==> src/rtl/ctimer_pkg.sv <==
package ctimer_pkg;
  localparam int REG_ADDR_W   = 4;
  localparam int CTL_EN_BIT   = 7;
  localparam int CTL_PER_BIT  = 6;
  localparam int CTL_FAST_BIT = 3;

  typedef enum logic [1:0] {
    SEL_LOAD  = 2'd0,
    SEL_COUNT = 2'd1,
    SEL_CTRL  = 2'd2,
    SEL_CLEAR = 2'd3
  } reg_sel_e;

  function automatic reg_sel_e decode_sel(input logic [REG_ADDR_W-1:0] addr);
    return reg_sel_e'(addr[3:2]);
  endfunction
endpackage

==> src/rtl/ctimer_regs.sv <==
module ctimer_regs
  import ctimer_pkg::*;
#(
  parameter int DATA_W = 32,
  parameter int CNT_W  = 32
) (
  input  logic                  clk,
  input  logic                  rst_n,
  input  logic                  bus_en,
  input  logic                  bus_we,
  input  logic [REG_ADDR_W-1:0] bus_addr,
  input  logic [DATA_W-1:0]     bus_wdata,
  input  logic [CNT_W-1:0]      count,
  output logic [DATA_W-1:0]     bus_rdata,
  output logic [CNT_W-1:0]      load_val,
  output logic                  ctl_en,
  output logic                  ctl_per,
  output logic                  ctl_fast,
  output logic                  load_wr,
  output logic                  clr_wr
);
  reg_sel_e sel;
  logic     ctl_wr;
  logic     rd;
  logic [DATA_W-1:0] ctl_word;
  logic [DATA_W-1:0] load_ext;
  logic [DATA_W-1:0] count_ext;
  logic [1:0] unused_addr;

  assign sel         = decode_sel(bus_addr);
  assign unused_addr = bus_addr[1:0];
  assign load_wr     = bus_en && bus_we && (sel == SEL_LOAD);
  assign ctl_wr      = bus_en && bus_we && (sel == SEL_CTRL);
  assign clr_wr      = bus_en && bus_we && (sel == SEL_CLEAR);
  assign rd          = bus_en && !bus_we;

  always_ff @(posedge clk or negedge rst_n) begin
    if (!rst_n) begin
      load_val <= '0;
      ctl_en   <= 1'b0;
      ctl_per  <= 1'b0;
      ctl_fast <= 1'b0;
    end else begin
      if (load_wr) load_val <= bus_wdata[CNT_W-1:0];
      if (ctl_wr) begin
        ctl_en   <= bus_wdata[CTL_EN_BIT];
        ctl_per  <= bus_wdata[CTL_PER_BIT];
        ctl_fast <= bus_wdata[CTL_FAST_BIT];
      end
    end
  end

  generate
    if (CNT_W == DATA_W) begin : g_full
      assign load_ext  = load_val;
      assign count_ext = count;
    end else begin : g_pad
      assign load_ext  = {{(DATA_W-CNT_W){1'b0}}, load_val};
      assign count_ext = {{(DATA_W-CNT_W){1'b0}}, count};
    end
  endgenerate

  always_comb begin
    ctl_word = '0;
    ctl_word[CTL_EN_BIT]   = ctl_en;
    ctl_word[CTL_PER_BIT]  = ctl_per;
    ctl_word[CTL_FAST_BIT] = ctl_fast;
  end

  always_comb begin
    bus_rdata = '0;
    if (rd) begin
      unique case (sel)
        SEL_LOAD:  bus_rdata = load_ext;
        SEL_COUNT: bus_rdata = count_ext;
        SEL_CTRL:  bus_rdata = ctl_word;
        SEL_CLEAR: bus_rdata = '0;
      endcase
    end
  end
endmodule

==> src/rtl/ctimer_core.sv <==
module ctimer_core #(
  parameter int CNT_W = 32
) (
  input  logic             clk,
  input  logic             rst_n,
  input  logic             tick_slow,
  input  logic             tick_fast,
  input  logic             ctl_en,
  input  logic             ctl_per,
  input  logic             ctl_fast,
  input  logic             load_wr,
  input  logic [CNT_W-1:0] load_val,
  input  logic [CNT_W-1:0] load_data,
  output logic [CNT_W-1:0] count,
  output logic             step,
  output logic             uf
);
  function automatic logic [CNT_W-1:0] after_step(
    input logic [CNT_W-1:0] cur,
    input logic [CNT_W-1:0] reload,
    input logic             periodic
  );
    if (cur == '0) return periodic ? reload : '1;
    return cur - 1'b1;
  endfunction

  logic tick_sel;
  assign tick_sel = ctl_fast ? tick_fast : tick_slow;
  assign step     = ctl_en && tick_sel;
  assign uf       = step && !load_wr && (count == '0);

  always_ff @(posedge clk or negedge rst_n) begin
    if (!rst_n)       count <= '0;
    else if (load_wr) count <= load_data;
    else if (step)    count <= after_step(count, load_val, ctl_per);
  end
endmodule

==> src/rtl/ctimer_irq.sv <==
module ctimer_irq (
  input  logic clk,
  input  logic rst_n,
  input  logic uf,
  input  logic clr_wr,
  output logic irq
);
  always_ff @(posedge clk or negedge rst_n) begin
    if (!rst_n)      irq <= 1'b0;
    else if (uf)     irq <= 1'b1;
    else if (clr_wr) irq <= 1'b0;
  end
endmodule

==> src/rtl/ctimer_top.sv <==
module ctimer_top
  import ctimer_pkg::*;
#(
  parameter int DATA_W = 32,
  parameter int CNT_W  = 32
) (
  input  logic                  clk,
  input  logic                  rst_n,
  input  logic                  tick_slow,
  input  logic                  tick_fast,
  input  logic                  bus_en,
  input  logic                  bus_we,
  input  logic [REG_ADDR_W-1:0] bus_addr,
  input  logic [DATA_W-1:0]     bus_wdata,
  output logic [DATA_W-1:0]     bus_rdata,
  output logic                  irq
);
  logic [CNT_W-1:0] count;
  logic [CNT_W-1:0] load_val;
  logic             ctl_en, ctl_per, ctl_fast;
  logic             load_wr, clr_wr;
  logic             step, uf;

  ctimer_regs #(.DATA_W(DATA_W), .CNT_W(CNT_W)) regs_i (
    .clk(clk), .rst_n(rst_n), .bus_en(bus_en), .bus_we(bus_we),
    .bus_addr(bus_addr), .bus_wdata(bus_wdata), .count(count),
    .bus_rdata(bus_rdata), .load_val(load_val), .ctl_en(ctl_en),
    .ctl_per(ctl_per), .ctl_fast(ctl_fast), .load_wr(load_wr), .clr_wr(clr_wr)
  );

  ctimer_core #(.CNT_W(CNT_W)) core_i (
    .clk(clk), .rst_n(rst_n), .tick_slow(tick_slow), .tick_fast(tick_fast),
    .ctl_en(ctl_en), .ctl_per(ctl_per), .ctl_fast(ctl_fast),
    .load_wr(load_wr), .load_val(load_val), .load_data(bus_wdata[CNT_W-1:0]),
    .count(count), .step(step), .uf(uf)
  );

  ctimer_irq irq_i (
    .clk(clk), .rst_n(rst_n), .uf(uf), .clr_wr(clr_wr), .irq(irq)
  );
endmodule

==> config.mk <==
export PLATFORM = sky130hd
export DESIGN_NAME = ctimer_top
export DESIGN_NICKNAME = d
export VERILOG_FILES = /design/src/rtl/ctimer_pkg.sv /design/src/rtl/ctimer_regs.sv /design/src/rtl/ctimer_core.sv /design/src/rtl/ctimer_irq.sv /design/src/rtl/ctimer_top.sv
export SDC_FILE = /design/constraint.sdc
export NUM_CORES = 1
export LEC_CHECK = 0
export BUFFER_PORTS_ARGS = -buffer_cell sky130_fd_sc_hd__buf_2
export CORE_MARGIN = 2
export CORE_UTILIZATION = 57
export CTS_CLUSTER_DIAMETER = 200
export CTS_CLUSTER_SIZE = 14
export DETAILED_ROUTE_END_ITERATION = 8
export HOLD_SLACK_MARGIN = 0.1
export PLACE_DENSITY = 0.78
export SYNTH_ARGS = -nofsm -noshare
export SYNTH_HDL_FRONTEND = slang
export SYNTH_SLANG_ARGS = --single-unit
export TNS_END_PERCENT = 20
==> constraint.sdc <==
create_clock -name clk -period 3.5 [get_ports clk]
set_input_delay 0.35 -clock clk [delete_from_list [all_inputs] [get_ports clk]]
set_output_delay 0.35 -clock clk [all_outputs]
set_load 0.05 [all_outputs]
==> run_results.csv <==
group,metric,value,unit
setup_path,cp_data_arrival_time,3.02,ns
sta,setup_tns,0,ns
clock_network,clk_latency,0.35,ns
cells_and_area,nets,635,
min_path,min_from,"bus_wdata[19]",
sta,period_needed,2.78,ns
power_and_ir_drop,powerDensity,583,mW/mm2
clock_network,clock-sinks,68,
logic_synthesis,yosys.area_share.simple,27.2,%
setup_path,path_delay_family,"simple AND/OR/NAND/NOR gates",
floorplanning,num_io_pins,75,
power_and_ir_drop,pwr-share-comb,36.2,%
logic_synthesis,ys_ff_latch,68,
floorplanning,start_util,59.5,%
setup_path,crit_path_frequent_cell,"or3_1",
clock_network,h-tree-depth,3,
setup_path,cp_max_fo,29,
drt,vias,4306,
drt,route.detailed.drc,0,
global_routing,grt_overflow,0,
setup_path,crit_required,3.74,ns
global_routing,grt_pass1_vias,4171,
logic_synthesis,synth_area_leaders,"dfrtp_1, nand2_1, mux2i_1, nor2_1, a21boi_0",
power_and_ir_drop,power_switching,1.20,mW
run,cap_violations,0,
power_and_ir_drop,p_leak,2.34,nW
power_and_ir_drop,sw_frac_of_total,41.5,%
logic_synthesis,muxShareOfSynthArea,9.04,%
min_path,hp-class,"in -> reg",
logic_synthesis,synth_xor_area_share,2.40,%
power_and_ir_drop,seqPwrFrac,45.2,%
drt,drtPass1Iterations,5,
placed_design,gp_congestion,0.852,
setup_path,endpoint_kind,"flop",
logic_synthesis,synth_cells,535,
clock_network,cts_tree,"done",
setup_path,startpoint_type,"flop",
drt,drtIter0Drc,358,
power_and_ir_drop,power.internal,1.70,mW
setup_path,reg2reg_from,"core_i.count[22]",
sta,fin_hold_ws,0.207,ns
power_and_ir_drop,ir_drop,283,uV
logic_synthesis,synth-async-reset-ratio,100,%
logic_synthesis,synth_compound_area_share,17.0,%
logic_synthesis,synth_top_family_by_area,"simple AND/OR/NAND/NOR gates",
logic_synthesis,yosys.area.top_type,"dfrtp_1",
logic_synthesis,synth_cell_type_count,58,
setup_path,worstPathCellList,"or4_1 -> or3_1 -> or3_4 -> or3_1 -> a31o_2",
setup_path,max_stage_delay,0.58,ns
logic_synthesis,netlist.area_leader.share,38.8,%
clock_network,cts_root_buf,"clkbuf_8",
global_routing,track_usage,30.2,%
setup_path,critical_path_class,"reg -> reg",
cells_and_area,design_area,0.00497,mm2
setup_path,cp-startpoint,"core_i.count[22]",
logic_synthesis,yosysSeqAreaShare,38.8,%
placed_design,placed_area,0.00481,mm2
drt,drt_wl_total,12.1,mm
clock_network,cts_setup_buffers,0,
sta,hold_viol_final,0,
logic_synthesis,synth-edff-count,0,
sta,min_period_over_period,79.4,%
floorplanning,num_rows,31,
drt,wire_per_inst,17.5,um
clock_network,cts_buffers,9,
cells_and_area,area_growth,13.3,%
drt,drt-vias-per-instance,6.20,
power_and_ir_drop,clkPwrFrac,18.6,%
sta,rsz0062_at_grt,"false",
placed_design,dpl.hpwl,7.97,mm
clock_network,clock_path_buffers,2,
global_routing,grt_max_degree,51,
clock_network,clk_pin_slew,0.07,ns
floorplanning,die_x,91.7,um
placed_design,port_buffers,72,
logic_synthesis,synth_ff_type,"dfrtp_1",
sta,max_slew_margin,37.8,%
sta,fin_skew,0.0118,ns
sta,worst_slew_pin_slew,0.925,ns
sta,setup_viol_count_final,0,
setup_path,cp.buffers_inverters,0,
logic_synthesis,synth_fa_ha_area_share,0.571,%
cells_and_area,diodes,0,
logic_synthesis,synthesis.area,0.00439,mm2
status,outcome,"complete, no violations",
logic_synthesis,syn_nets,579,
cells_and_area,fill_cells,654,
floorplanning,core_area,0.00737,mm2
sta,drv_slew,0,
global_routing,antenna_found_initial,0,
drt,ant_nets,0,
logic_synthesis,yosys_warnings,0,
floorplanning,die-area,0.00841,mm2
cells_and_area,layout-drive-gt1-share,18.7,%
setup_path,crit_slowest_cell,"or3_4",
logic_synthesis,syn_avg_cell_area,8.20,um2
sta,clock.fmax,360,MHz
global_routing,grt_pass1_wl,20.5,mm
floorplanning,die_h,91.7,um
==> worst register-to-register path: cells and delay by family, from the launching register on <==
family,cells,cell delay (ns)
and+or+nand+nor,4,1.98
AOI/OAI and AO/OA,1,0.24
DFF,1,0.45
==> per-stage QoR <==
| stage | total power, mW | utilization, % | cells | worst slack (ns) |
|---|---|---|---|---|
| after floorplan | 2.03 | - | 535 | 0.982 |
| after global placement | 2.30 | 65.2 | 678 | 0.781 |
| after detailed placement | 2.35 | 65.2 | 678 | 0.761 |
| after CTS | 2.88 | 67.4 | 694 | 0.740 |
| after global routing | 3.09 | 67.4 | 694 | 0.633 |
| final | 2.90 | 67.4 | 694 | 0.721 |
==> cells in the mapped netlist, types with 7 or more instances <==
| cell | instances |
|---|---|
| nand2_1 | 110 |
| dfrtp_1 | 68 |
| nor2_1 | 52 |
| mux2i_1 | 34 |
| clkbuf_1 | 33 |
| nor3_1 | 26 |
| a21boi_0 | 18 |
| o21ai_0 | 18 |
| o31ai_1 | 17 |
| nor4_1 | 16 |
| a21oi_1 | 15 |
| nand3_1 | 11 |
| o211ai_1 | 11 |
| xnor2_1 | 8 |
| inv_1 | 7 |
| nand4_1 | 7 |
==> routing by layer <==
layer / vias up / wire length [um] / track usage, %
li1: 2028 / - / -
met1: 2079 / 5450 / 41.6
met2: 178 / 5650 / 48.0
met3: 21 / 819 / 5.01
met4: 0 / 206 / 11.2
met5: - / 0 / 0
==> power by group through the flow <==
stage | Clock (mW) | Sequential, mW | Combinational, mW
final | 0.541 | 1.31 | 1.05
after floorplan | 0 | 1.18 | 0.856
after detailed placement | 0 | 1.31 | 1.03
after CTS | 0.542 | 1.30 | 1.04
after global routing | 0.585 | 1.35 | 1.16
after global placement | 0 | 1.30 | 1.00
==> cell families after synthesis <==
kind of cell	after synthesis
compound gates	107
xor+xnor	12
fa+ha+maj	2
buf+inv	50
flops	68
mux	39
simple gates	257
==> cell usage in the layout, fill, tap and decap left out, types with 8 or more instances in the layout <==
cell	instances
a21boi_0	18
a21oi_1	15
buf_2	72
buf_4	15
clkbuf_8	9
dfrtp_1	68
mux2i_1	34
nand2_1	110
nand3_1	11
nor2_1	52
nor3_1	26
nor4_1	16
o211ai_1	11
o21ai_0	18
o31ai_1	17
xnor2_1	8
==> final cells by class <==
class                   instances  area, um2  share of cell area, %
clock inverters                 3       15.0                  0.302
well taps                      99        124                   2.49
flip-flops and latches         68       1700                   34.2
clock buffers                  12        135                   2.72
inverters                       7       26.3                  0.529
repair buffers                 88        483                   9.72
multi-input cells             417       2480                   50.0
==> path summary, 6_finish.rpt <==
check                      cells past startpoint                   to  slack [ns]
min in group asynchronous                      2   regs_i.load_val[5]        0.46
hold reg to reg                                2  regs_i.load_val[25]        0.50
setup / recovery                               5     core_i.count[11]        0.72
max in group asynchronous                      3     core_i.count[28]        2.01
hold / removal                                 3  regs_i.load_val[19]        0.21
setup reg to reg                               5     core_i.count[11]        0.72
==> state kept, by name, indices dropped and copies added (netlist names) <==
register and cells:
core_i.count 32, regs_i.load_val 32, irq_i.irq 1, regs_i.ctl_en 1, regs_i.ctl_fast 1, regs_i.ctl_per 1
==> what timing repair did <==
action | 4_1_cts | 5_1_grt
endpoints found under the hold margin | 18 | 0
setup endpoints to repair | 0 | 0
resized for setup | 0 | 0
hold buffers | 1 | 0
Note: power is estimated with default switching activity, not from simulation.
